--- src/rtl/ltcPkg.sv ---
package ltcPkg;

  localparam logic [7:0] RPT_CYCLE    = 8'h00;
  localparam logic [7:0] RPT_PAY_BASE = 8'h20;
  localparam int         PAY_N        = 4;

  localparam logic [7:0] DUR_MANUAL = 8'h00;
  localparam logic [7:0] DUR_1MS    = 8'h01;
  localparam logic [7:0] DUR_10MS   = 8'h02;
  localparam logic [7:0] DUR_100MS  = 8'h03;
  localparam logic [7:0] DUR_1S     = 8'h04;
  localparam logic [7:0] DUR_2S     = 8'h05;
  localparam logic [7:0] DUR_4S     = 8'h06;
  localparam logic [7:0] DUR_4US    = 8'hFF;

  localparam logic [7:0] OFF_CTRL = 8'h10;
  localparam logic [7:0] OFF_LO   = 8'h14;
  localparam logic [7:0] OFF_HI   = 8'h18;

  // strobes from the control side to the datapath
  typedef struct packed {
    logic clear;
    logic count;
  } ltcStrobe_t;

  function automatic logic isFixedDur(input logic [7:0] code);
    return (code inside {DUR_1MS, DUR_10MS, DUR_100MS, DUR_1S, DUR_2S, DUR_4S, DUR_4US});
  endfunction

  // window length in cycles for a fixed-duration code, never below one
  function automatic longint unsigned durCycles(input logic [7:0] code,
                                                input longint unsigned hz);
    longint unsigned c;
    case (code)
      DUR_1MS:   c = hz / 1000;
      DUR_10MS:  c = hz / 100;
      DUR_100MS: c = hz / 10;
      DUR_1S:    c = hz;
      DUR_2S:    c = hz * 2;
      DUR_4S:    c = hz * 4;
      DUR_4US:   c = (hz * 4) / 1_000_000;
      default:   c = 1;
    endcase
    if (c == 0) c = 1;
    return c;
  endfunction

endpackage

--- src/rtl/ltcControl.sv ---
module ltcControl
  import ltcPkg::*;
#(
  parameter longint unsigned CLK_FREQ_HZ = 125_000_000
) (
  input  logic       clk,
  input  logic       rstN,
  input  logic       ctrlWr,
  input  logic       startIn,
  input  logic [7:0] reportIn,
  input  logic [7:0] durIn,
  output logic [7:0] reportSel,
  output logic [7:0] durSel,
  output logic       running,
  output ltcStrobe_t strobes
);

  localparam longint unsigned MAX_CYC = 4 * CLK_FREQ_HZ;
  localparam int TMR_W = $clog2(MAX_CYC + 1);

  logic [TMR_W-1:0] remaining;
  logic             startNow;

  assign startNow = ctrlWr && startIn;

  always_ff @(posedge clk or negedge rstN) begin
    if (!rstN) begin
      reportSel <= '0;
      durSel    <= '0;
      running   <= 1'b0;
      remaining <= '0;
    end else if (ctrlWr) begin
      reportSel <= reportIn;
      durSel    <= durIn;
      running   <= startIn;
      if (startIn) remaining <= TMR_W'(durCycles(durIn, CLK_FREQ_HZ));
    end else if (running && isFixedDur(durSel)) begin
      if (remaining <= TMR_W'(1)) running <= 1'b0;
      else                        remaining <= remaining - TMR_W'(1);
    end
  end

  // a restart wins over counting in the same cycle; a stop write still counts
  always_comb begin
    strobes.clear = startNow;
    strobes.count = running && !startNow;
  end

endmodule

--- src/rtl/ltcDatapath.sv ---
module ltcDatapath
  import ltcPkg::*;
#(
  parameter int CNT_W   = 64,
  parameter int INC_W   = 8,
  parameter int STATE_N = 9
) (
  input  logic                       clk,
  input  logic                       rstN,
  input  ltcStrobe_t                 strobes,
  input  logic [7:0]                 reportSel,
  input  logic [STATE_N-1:0]         linkState,
  input  logic [PAY_N-1:0][INC_W-1:0] payloadInc,
  output logic [CNT_W-1:0]           cnt
);

  logic [INC_W-1:0] incVal;
  logic [CNT_W:0]   sumExt;

  always_comb begin
    incVal = '0;
    if (reportSel == RPT_CYCLE) incVal = INC_W'(1);
    for (int k = 0; k < STATE_N; k++) begin
      if (reportSel == 8'(k + 1)) incVal = INC_W'(linkState[k]);
    end
    for (int p = 0; p < PAY_N; p++) begin
      if (reportSel == RPT_PAY_BASE + 8'(p)) incVal = payloadInc[p];
    end
  end

  assign sumExt = {1'b0, cnt} + (CNT_W + 1)'(incVal);

  always_ff @(posedge clk or negedge rstN) begin
    if (!rstN)              cnt <= '0;
    else if (strobes.clear) cnt <= '0;
    else if (strobes.count) cnt <= sumExt[CNT_W] ? '1 : sumExt[CNT_W-1:0];
  end

endmodule

--- src/rtl/linkTimeCounter.sv ---
module linkTimeCounter
  import ltcPkg::*;
#(
  parameter longint unsigned CLK_FREQ_HZ = 125_000_000,
  parameter int CNT_W   = 64,
  parameter int INC_W   = 8,
  parameter int STATE_N = 9,
  parameter int ADDR_W  = 8
) (
  input  logic               clk,
  input  logic               rstN,
  input  logic               regWrEn,
  input  logic [ADDR_W-1:0]  regAddr,
  input  logic [31:0]        regWdata,
  output logic [31:0]        regRdata,
  input  logic [STATE_N-1:0] linkState,
  input  logic [INC_W-1:0]   txPayloadInc,
  input  logic [INC_W-1:0]   rxPayloadInc,
  input  logic [INC_W-1:0]   txAltPayloadInc,
  input  logic [INC_W-1:0]   rxAltPayloadInc
);

  logic                        ctrlWr;
  logic [7:0]                  reportSel;
  logic [7:0]                  durSel;
  logic                        running;
  ltcStrobe_t                  strobes;
  logic [CNT_W-1:0]            cnt;
  logic [63:0]                 cnt64;
  logic [PAY_N-1:0][INC_W-1:0] payloadInc;
  logic                        unusedWdata;

  assign ctrlWr      = regWrEn && (regAddr == ADDR_W'(OFF_CTRL));
  assign payloadInc  = {rxAltPayloadInc, txAltPayloadInc, rxPayloadInc, txPayloadInc};
  assign unusedWdata = ^{regWdata[23:16], regWdata[7:1]};

  ltcControl #(.CLK_FREQ_HZ(CLK_FREQ_HZ)) u_ctrl (
    .clk       (clk),
    .rstN      (rstN),
    .ctrlWr    (ctrlWr),
    .startIn   (regWdata[0]),
    .reportIn  (regWdata[31:24]),
    .durIn     (regWdata[15:8]),
    .reportSel (reportSel),
    .durSel    (durSel),
    .running   (running),
    .strobes   (strobes)
  );

  ltcDatapath #(.CNT_W(CNT_W), .INC_W(INC_W), .STATE_N(STATE_N)) u_dp (
    .clk        (clk),
    .rstN       (rstN),
    .strobes    (strobes),
    .reportSel  (reportSel),
    .linkState  (linkState),
    .payloadInc (payloadInc),
    .cnt        (cnt)
  );

  assign cnt64 = 64'(cnt);

  always_comb begin
    if (regAddr == ADDR_W'(OFF_CTRL))    regRdata = {reportSel, 8'h00, durSel, 7'h00, running};
    else if (regAddr == ADDR_W'(OFF_LO)) regRdata = cnt64[31:0];
    else if (regAddr == ADDR_W'(OFF_HI)) regRdata = cnt64[63:32];
    else                                 regRdata = '0;
  end

endmodule

--- config.mk ---
export PLATFORM = sky130hd
export DESIGN_NAME = linkTimeCounter
export DESIGN_NICKNAME = d
export VERILOG_FILES = /design/src/rtl/ltcPkg.sv /design/src/rtl/ltcControl.sv /design/src/rtl/ltcDatapath.sv /design/src/rtl/linkTimeCounter.sv
export SDC_FILE = /design/constraint.sdc
export NUM_CORES = 1
export LEC_CHECK = 0
export BUFFER_PORTS_ARGS = -buffer_cell sky130_fd_sc_hd__buf_2
export CORE_ASPECT_RATIO = 1.2
export CORE_MARGIN = 2
export CORE_UTILIZATION = 55
export DETAILED_ROUTE_END_ITERATION = 7
export GPL_TIMING_DRIVEN = 0
export PLACE_DENSITY_LB_ADDON = 0.1
export SKIP_CTS_REPAIR_TIMING = 1
export SLEW_MARGIN = 15
export SYNTH_ARGS = -nofsm -noshare
export SYNTH_HDL_FRONTEND = slang
export SYNTH_SLANG_ARGS = --single-unit
--- constraint.sdc ---
create_clock -name clk -period 5.3 [get_ports clk]
set_clock_uncertainty 0.1 [all_clocks]
set_input_delay 1.325 -clock clk [delete_from_list [all_inputs] [get_ports clk]]
set_output_delay 1.325 -clock clk [all_outputs]
set_load 0.03 [all_outputs]
==> results.json, run 1 <==
{
  "num_vias": 8316,
  "cp_common_cell": "clkbuf_1",
  "cts_buffers": 9,
  "worstHoldPathCells": 2,
  "powerDensity_nw_per_um2": 227,
  "synth_nets": 1037,
  "synth_flop_cell": "dfrtp_1",
  "gp_congestion": 1.01,
  "hold_class": "register to register",
  "die-area_um2": 15100,
  "crit_chain": "clkbuf_1 -> clkbuf_1 -> mux2i_1 -> nor3_1 -> a21oi_1 -> o22ai_1 -> ha_1 -> inv_1 -> fa_1 -> nor2b_1 -> o31a_1 -> o2111ai_1 -> nor4_1 -> nand3b_1 -> o221a_2",
  "synth_warnings": 0,
  "ys_ff_latch": 110,
  "slowest_delay_ns": 0.94,
  "crit_start": "u_ctrl.reportSel[0]",
  "final_max_slew_viol_count": 0,
  "io_buffers": 98,
  "hold_path_end": "u_ctrl.remaining[1]",
  "r2r-end": "u_dp.cnt[57]",
  "clockBufferDepth": 2,
  "total_power_mw": 2.01,
  "pre_cts_ws_ns": 0.00500,
  "grt.total_usage_pct": 36.2,
  "diodes": 0,
  "grt_first_pass_wirelength_um": 42700,
  "syn_area_um2": 7790,
  "slew_headroom_pct": 19.5,
  "p_leak_nw": 3.58,
  "crit_family": "simple AND/OR/NAND/NOR gates",
  "core_um2": 13800,
  "cts_max_level": 3,
  "ant_nets": 0,
  "synth_async_sr_flop_share_pct": 100,
  "cp_num_buf_inv": 3,
  "r2r_slack_ns": 0.34,
  "path_class": "register to register",
  "clkLatencyLatePin_ns": 0.37,
  "dr.pass1.iters": 5,
  "drv_cap": 0,
  "wl_per_cell_um": 22.3,
  "cp_max_fo": 10,
  "fin_nets": 1147,
  "pin_count": 116,
  "overflow": 0,
  "area_delta_synth_final_pct": 13.2,
  "rsz0062_at_grt": "false",
  "dp.cells": 1212,
  "postLayoutSetupSlackWorst_ns": 0.339,
  "holdWs_ns": 0.418,
  "cts_root_buf": "clkbuf_16",
  "wl_um": 27300,
  "clkTransAtPathRegs_ns": 0.07,
  "drc": 0,
  "grt_max_degree": 65,
  "cp.required_ns": 5.51,
  "drt_iter0_drc": 966,
  "antenna_found_initial": 0,
  "arrival_ns": 5.17,
  "irDropWorstVdd_uv": 181,
  "die_h_um": 134,
  "endpoint_kind": "register",
  "synth-edff-count": 0,
  "tightestPinTransition_ns": 1.20,
  "cts_tree": "done",
  "fillCellCount": 1258,
  "hpwl_um": 20400,
  "holdCritStartpoint": "u_ctrl.remaining[1]",
  "cts_sinks": 110,
  "fin_cells": 1228,
  "r2r_cells": 15,
  "syn_inst": 942,
  "synth.distinct_cells": 79,
  "cp-start-kind": "register",
  "hold_viol_final": 0,
  "period_share_pct": 93.6,
  "initial_core_util_pct": 56.4,
  "r2r-start": "u_ctrl.reportSel[0]",
  "cp_slowest_cell": "nor4_1",
  "status": "complete, no violations",
  "fmax_mhz": 202,
  "num_rows": 47,
  "drive_gt1_share_pct": 16.6,
  "vias_per_cell": 6.77,
  "postSynthAreaPerCell_um2": 8.27,
  "finalSetupViolCount": 0,
  "die_w_um": 113,
  "period_minus_slack_ns": 4.96,
  "tns_ns": 0,
  "yosysSeqAreaShare_pct": 35.3,
  "grt_pass1_vias": 7771
}
-- layout by cell type, fill, tap and decap left out, drive strengths merged, types with 6 or more instances in the layout --
cell    instances
dfrtp         110
nor2b          13
a41oi           8
nor2          124
clkbuf         51
buf           120
a22oi          16
a21oi          69
nand2b          6
a31oi          36
a211oi         18
and2           10
ha             10
nand2          95
a311oi          9
mux4            8
nand3          30
o31ai           6
xnor2           6
and3            9
mux2i          22
nor3           50
o22ai           8
nor4           24
or3             7
o211ai          6
inv            17
nand4          22
o21ai          53
and4            9
or4            10
-- where the power goes --
| part | switching, mW | leakage (nW) | total [mW] | internal [mW] |
|---|---|---|---|---|
| logic | 0.237 | 1.96 | 0.391 | 0.154 |
| registers | 0.0525 | 1.48 | 0.933 | 0.881 |
| clock network | 0.345 | 0.136 | 0.683 | 0.337 |
-- state kept, by name (all words and copies together), names as in the netlist --
signal,flops
u_ctrl.running,1
u_ctrl.durSel,8
u_dp.cnt,64
u_ctrl.reportSel,8
u_ctrl.remaining,29
-- tightest hold or removal path, delay by kind of cell (launching register included) --
family	cells	cell delay (ns)
flops	1	0.37
simple gates	1	0.06
compound gates	1	0.06
-- layout make-up --
cell class                 count  area (µm²)  area share [%]
inverter                      16        60.1           0.681
timing repair buffer          99         524            5.94
buffer                        61         277            3.13
sequential                   110        2750            31.2
multi-input combinational    755        4710            53.4
clock buffer                  11         243            2.75
clock inverter                 5        42.5           0.482
tap                          171         214            2.42
-- layer usage --
metal	vias to the layer above	share of wire, %	global-route usage, %
met5	-	0	0
met4	0	5.1	17.5
met3	108	8.9	6.96
met2	482	47	59.2
met1	3928	39	46.3
li1	3798	-	-
-- synthesized netlist by cell type, types with 12 or more instances --
| cell | instances | share of area (%) |
|---|---|---|
| a21oi_1 | 68 | 4.4 |
| a211oi_1 | 17 | 1.6 |
| nand4_1 | 21 | 1.7 |
| a22oi_1 | 16 | 1.5 |
| nand2_1 | 93 | 4.5 |
| nor2_1 | 122 | 5.9 |
| nor4_1 | 20 | 1.6 |
| nor3_1 | 47 | 3.0 |
| buf_2 | 12 | 0.77 |
| dfrtp_1 | 110 | 35 |
| inv_1 | 16 | 0.77 |
| mux2i_1 | 22 | 2.8 |
| nor2b_1 | 13 | 1.0 |
| clkbuf_1 | 38 | 1.8 |
| o21ai_0 | 53 | 3.4 |
| nand3_1 | 29 | 1.9 |
| a31oi_1 | 36 | 2.9 |
-- through the flow --
stage          util (%)  instance area [µm²]
2_1_floorplan         -                 7790
3_3_place_gp       61.5                 8500
3_5_place_dp       61.7                 8530
4_1_cts            63.8                 8820
5_1_grt            63.8                 8820
6_report           63.8                 8820
-- cells by family after synthesis --
group | Yosys count | synth area share [%]
AO/OA/AOI/OAI | 278 | 24.0
XOR/XNOR | 11 | 1.24
adder cells (fa/ha/maj) | 11 | 1.86
buffers and inverters | 77 | 4.32
flip-flops | 110 | 35.3
multiplexers | 30 | 5.14
AND/OR/NAND/NOR | 425 | 28.1
-- how the worst max path moves through the flow --
stage / endpoint / slack [ns] / cells past startpoint
floorplan: regRdata[10] / 0.93 / 5
global placement: u_dp.cnt[52] / 0.03 / 16
detailed placement: u_dp.cnt[58] / 0.005 / 16
CTS: u_dp.cnt[52] / 0.19 / 15
global route: u_dp.cnt[23] / 0.11 / 15
finish: u_dp.cnt[57] / 0.34 / 15
No activity file was read; power rests on OpenSTA's default activity.
==> inputs of run 2 (changes only) <==
--- a/config.mk
+++ b/config.mk
@@ -6,9 +6,11 @@
 export NUM_CORES = 1
 export LEC_CHECK = 0
 export BUFFER_PORTS_ARGS = -buffer_cell sky130_fd_sc_hd__buf_2
+export CELL_PAD_IN_SITES_DETAIL_PLACEMENT = 1
+export CELL_PAD_IN_SITES_GLOBAL_PLACEMENT = 1
 export CORE_ASPECT_RATIO = 1.2
 export CORE_MARGIN = 2
-export CORE_UTILIZATION = 55
+export CORE_UTILIZATION = 43
 export DETAILED_ROUTE_END_ITERATION = 7
 export GPL_TIMING_DRIVEN = 0
 export PLACE_DENSITY_LB_ADDON = 0.1
==> run 2 against run 1 <==
Effect of this change:
- worst hold slack worse by 0.0065 ns
- flip-flop and latch count unchanged
- final cell count is 4.0% higher
- critical endpoint is now regRdata[27]
- non-clock buffer count did not move
- final area up 0.72%
- maximum frequency up 0.25%
- critical path type is now input pin to output port
- routed wire length grew 12%
- utilization is 13 points lower
- sequential share of layout area down 0.22 points
- setup slack improved by 0.013 ns
- clock-buffer cell count up 1
- register-to-register slack improved by 0.22 ns
==> results.json, run 2 (synthesis results as in run 1) <==
{
  "gr-max-usage-layer": "met2",
  "largest_reg_flops": 64,
  "endpoint_kind": "output port",
  "status": "complete, no violations",
  "tns_ns": 0,
  "cts_root_buf": "clkbuf_16",
  "irDropWorstVdd_uv": 152,
  "slew_headroom_pct": 20.0,
  "overflow": 0,
  "wl_um": 30700,
  "final_cell_area_um2": 8890,
  "cts_sinks": 110,
  "cts_tree": "done",
  "io_buffers": 98,
  "p_leak_nw": 3.59,
  "use_met2_pct": 56.9,
  "seqCellArea_um2": 2750,
  "final_max_slew_viol_count": 0,
  "hpwl_um": 23300,
  "powerDensity_nw_per_um2": 228,
  "finalSetupViolCount": 0,
  "crit_start": "regAddr[2]",
  "period_share_pct": 93.4,
  "biggestRegsByFlops": "u_dp.cnt x64, u_ctrl.remaining x29",
  "cp-endpoint": "regRdata[27]",
  "cts_buffers": 9,
  "hold_class": "register to register",
  "cp-start-kind": "input pin",
  "period_minus_slack_ns": 4.95,
  "die_w_um": 127,
  "grt.total_usage_pct": 32.6,
  "placed_area_um2": 8590,
  "dr.pass1.iters": 6,
  "num_vias": 8298,
  "drive_gt1_share_pct": 16.7,
  "num_rows": 53,
  "postLayoutSetupSlackWorst_ns": 0.351,
  "initial_core_util_pct": 44.2,
  "clkLatencyLatePin_ns": 0.37,
  "clockBufferDepth": 2,
  "pre_cts_ws_ns": -0.201,
  "rsz0062_at_grt": "false",
  "vias_per_cell": 6.50,
  "layout_commonest_cell": "nor2_1",
  "die-area_um2": 19200,
  "r2r_slack_ns": 0.56,
  "tightestPinTransition_ns": 1.20,
  "drc": 0,
  "layout_common_cells": "122 x nor2_1, 110 x dfrtp_1, 109 x buf_2, 93 x nand2_1, 68 x a21oi_1",
  "grt_first_pass_wirelength_um": 48400,
  "r2r-start": "u_ctrl.reportSel[0]",
  "clkTransAtPathRegs_ns": 0.07,
  "cp.required_ns": 3.88,
  "core_um2": 17600,
  "arrival_ns": 3.52,
  "ant_nets": 0,
  "drv_cap": 0,
  "grt_max_degree": 57,
  "area_delta_synth_final_pct": 14.0,
  "r2r-end": "u_dp.cnt[29]",
  "r2r_cells": 11,
  "grt_pass1_vias": 8733,
  "diodes": 0,
  "die_h_um": 151,
  "fmax_mhz": 202,
  "hold_viol_final": 0,
  "cp_max_fo": 10,
  "largest-register": "u_dp.cnt",
  "fin_nets": 1147,
  "pin_count": 116,
  "multiInputGateArea_um2": 4710,
  "total_power_mw": 2.02,
  "cts_max_level": 3,
  "use_met1_pct": 39.9,
  "wl_per_cell_um": 24.0,
  "drt_iter0_drc": 583,
  "grt_util_met3_pct": 3.13,
  "fillCellCount": 2189,
  "gp_congestion": 0.934,
  "antenna_found_initial": 0,
  "path_class": "input pin to output port"
}
run 2: final cells by class:
cell class / instances / share of cell area (%)
Multi-Input combinational cell: 755 / 53.0
Sequential cell: 110 / 31.0
Timing Repair Buffer: 99 / 5.90
Buffer: 61 / 3.13
Tap cell: 220 / 3.10
Clock buffer: 12 / 2.89
Inverter: 16 / 0.676
Clock inverter: 4 / 0.338
run 2: report_power, final:
part	switching, mW	internal (mW)	leakage, nW	total (mW)
clock network	0.337	0.348	0.139	0.684
registers	0.0547	0.881	1.48	0.935
logic	0.249	0.154	1.96	0.403
total	0.641	1.38	3.59	2.02
run 2: worst min-delay path by stage:
stage	start	end	cells past startpoint
after floorplan	u_ctrl.reportSel[6]	u_ctrl.reportSel[6]	2
after global placement	u_ctrl.remaining[1]	u_ctrl.remaining[1]	2
after detailed placement	u_ctrl.remaining[1]	u_ctrl.remaining[1]	2
after CTS	u_ctrl.remaining[1]	u_ctrl.remaining[1]	2
after global routing	u_ctrl.remaining[1]	u_ctrl.remaining[1]	2
final	u_ctrl.remaining[1]	u_ctrl.remaining[1]	2
run 2: worst max-delay path, stage by stage:
cell	delay (ns)
buf_2	0.09
clkbuf_1	0.52
buf_1	0.62
mux2i_1	0.47
nor2_1	0.11
a21oi_1	0.14
nor2_1	0.05
buf_2	0.19
run 2: through the flow:
step | hold slack [ns] | cells | util [%]
6_report | 0.411 | 1277 | 50.4
3_5_place_dp | 0.397 | 1261 | 48.7
3_3_place_gp | 0.391 | 1260 | 48.5
2_1_floorplan | 0.368 | 942 | -
5_1_grt | 0.454 | 1277 | 50.4
4_1_cts | 0.415 | 1277 | 50.3
run 2: metal layers:
layer / vias up / wire (µm)
met5: - / 0
li1: 3790 / -
met2: 312 / 15100
met1: 4092 / 12400
met4: 0 / 1630
met3: 104 / 1480
==> inputs of run 3 (changes only) <==
--- a/config.mk
+++ b/config.mk
@@ -13,7 +13,7 @@
 export CORE_UTILIZATION = 43
 export DETAILED_ROUTE_END_ITERATION = 7
 export GPL_TIMING_DRIVEN = 0
-export PLACE_DENSITY_LB_ADDON = 0.1
+export PLACE_DENSITY = 0.89
 export SKIP_CTS_REPAIR_TIMING = 1
 export SLEW_MARGIN = 15
 export SYNTH_ARGS = -nofsm -noshare
==> constraint.sdc (replaced) <==
create_clock -name clk -period 5.3 [get_ports clk]
set_clock_uncertainty 0.1 [all_clocks]
set_input_delay 0.265 -clock clk [delete_from_list [all_inputs] [get_ports clk]]
set_output_delay 0.265 -clock clk [all_outputs]
set_load 0.03 [all_outputs]
==> run 3 against run 2 <==
Effect of this change:
- the run now ends with hold timing left
- flip-flop and latch count is the same
- setup slack gained 0.25 ns
- die area did not move
- worst hold slack lost 0.43 ns
- final area rose by 0.21%
- sequential share of layout area is 0.065 points lower
- largest power group unchanged
- highest routed layer unchanged
==> results.json, run 3 (synthesis results as in run 1) <==
{
  "cts_max_level": 3,
  "cts_buffers": 9,
  "wl_per_cell_um": 24.4,
  "ant_nets": 0,
  "initial_core_util_pct": 44.2,
  "multiInputGateArea_um2": 4720,
  "biggestRegsByFlops": "u_dp.cnt x64, u_ctrl.remaining x29",
  "largest-register": "u_dp.cnt",
  "wl_um": 31200,
  "cts_sinks": 110,
  "pre_cts_ws_ns": -0.0927,
  "final_cell_area_um2": 8910,
  "finalSetupViolCount": 0,
  "io_buffers": 98,
  "drc": 0,
  "largest_reg_flops": 64,
  "endpoint_kind": "register",
  "powerDensity_nw_per_um2": 228,
  "clkTransAtPathRegs_ns": 0.08,
  "postLayoutSetupSlackWorst_ns": 0.606,
  "die-area_um2": 19200,
  "holdWs_ns": -0.0197,
  "diodes": 0,
  "layout_commonest_cell": "nor2_1",
  "placed_area_um2": 8590,
  "status": "finished with violations",
  "fmax_mhz": 213,
  "period_minus_slack_ns": 4.69,
  "slew_headroom_pct": 26.3,
  "arrival_ns": 4.87,
  "cp-start-kind": "register",
  "violations": "hold timing",
  "grt.total_usage_pct": 32.8,
  "p_leak_nw": 3.59,
  "hpwl_um": 23400,
  "die_h_um": 151,
  "layout_common_cells": "122 x nor2_1, 110 x dfrtp_1, 109 x buf_2, 93 x nand2_1, 68 x a21oi_1",
  "grt_max_degree": 85,
  "hold_class": "input pin to register",
  "grt_first_pass_wirelength_um": 48600,
  "drive_gt1_share_pct": 16.7,
  "total_power_mw": 2.03,
  "rsz0062_at_grt": "false",
  "num_rows": 53,
  "fin_nets": 1149,
  "hold_viol_final": 5,
  "period_share_pct": 88.6,
  "drv_cap": 0,
  "seqCellArea_um2": 2750,
  "antenna_found_initial": 0,
  "core_um2": 17600,
  "grt_pass1_vias": 8812,
  "cts_root_buf": "clkbuf_16",
  "final_max_slew_viol_count": 0,
  "pin_count": 116,
  "drt_iter0_drc": 739,
  "cp.required_ns": 5.48,
  "tightestPinTransition_ns": 1.10,
  "num_vias": 8607,
  "clkLatencyLatePin_ns": 0.38,
  "cp_max_fo": 10,
  "path_class": "register to register",
  "dr.pass1.iters": 6,
  "gp_congestion": 0.983,
  "fillCellCount": 2191,
  "area_delta_synth_final_pct": 14.3,
  "clockBufferDepth": 2,
  "cts_tree": "done",
  "die_w_um": 127,
  "irDropWorstVdd_uv": 168,
  "vias_per_cell": 6.73,
  "overflow": 0
}
[run 3: area by class of cell]
| class | instances | share of cell area, % |
|---|---|---|
| Sequential cell | 110 | 30.9 |
| Multi-Input combinational cell | 755 | 53.0 |
| Tap cell | 220 | 3.09 |
| Buffer | 61 | 3.12 |
| Clock buffer | 10 | 2.57 |
| Clock inverter | 6 | 0.576 |
| Timing Repair Buffer | 101 | 6.11 |
| Inverter | 16 | 0.674 |
[run 3: routing by layer]
layer	vias up	track usage (%)	routed length (µm)
met2	405	56.8	15400
met3	122	6.39	2220
li1	3797	-	-
met4	0	18.6	1600
met1	4283	38.2	11900
met5	-	0	0
[run 3: through the flow]
step	std cells	utilization, %	hold slack (ns)	setup TNS [ns]
floorplan	942	-	-0.131	0
global placement	1260	48.5	0.357	0
detailed placement	1261	48.7	0.0601	-0.328
CTS	1277	50.3	-0.339	-0.468
global route	1279	50.5	0.00634	0
finish	1279	50.5	-0.0197	0
[run 3: report_power, final]
group	switching (mW)	internal, mW	leakage (nW)	total (mW)
Combinational	0.253	0.156	1.97	0.410
Sequential	0.0578	0.881	1.48	0.938
Clock	0.356	0.329	0.140	0.685
[run 3: worst paths after layout]
path / from / to / slack (ns) / cells after the start
max: u_ctrl.reportSel[0] / u_dp.cnt[52] / 0.61 / 15
min: regWdata[29] / u_ctrl.reportSel[5] / -0.02 / 3
max reg2reg: u_ctrl.reportSel[0] / u_dp.cnt[52] / 0.61 / 15
min reg2reg: u_ctrl.remaining[1] / u_ctrl.remaining[1] / 0.41 / 2
max in group asynchronous: rstN / u_ctrl.remaining[0] / 4.14 / 3
min in group asynchronous: rstN / u_dp.cnt[39] / 0.22 / 2
[run 3: critical path, stage by stage, from the launching register on]
cell and delay, ns:
dfrtp_1 0.32, clkbuf_1 0.37, clkbuf_2 0.44, mux2i_1 0.15
nor3_1 0.16, a21oi_1 0.10, o22ai_1 0.16, ha_1 0.22
inv_1 0.07, fa_1 0.41, nor2b_1 0.16, o31a_1 0.39
o2111ai_4 0.32, nor3_2 0.65, nand2_1 0.39, o21ai_0 0.19
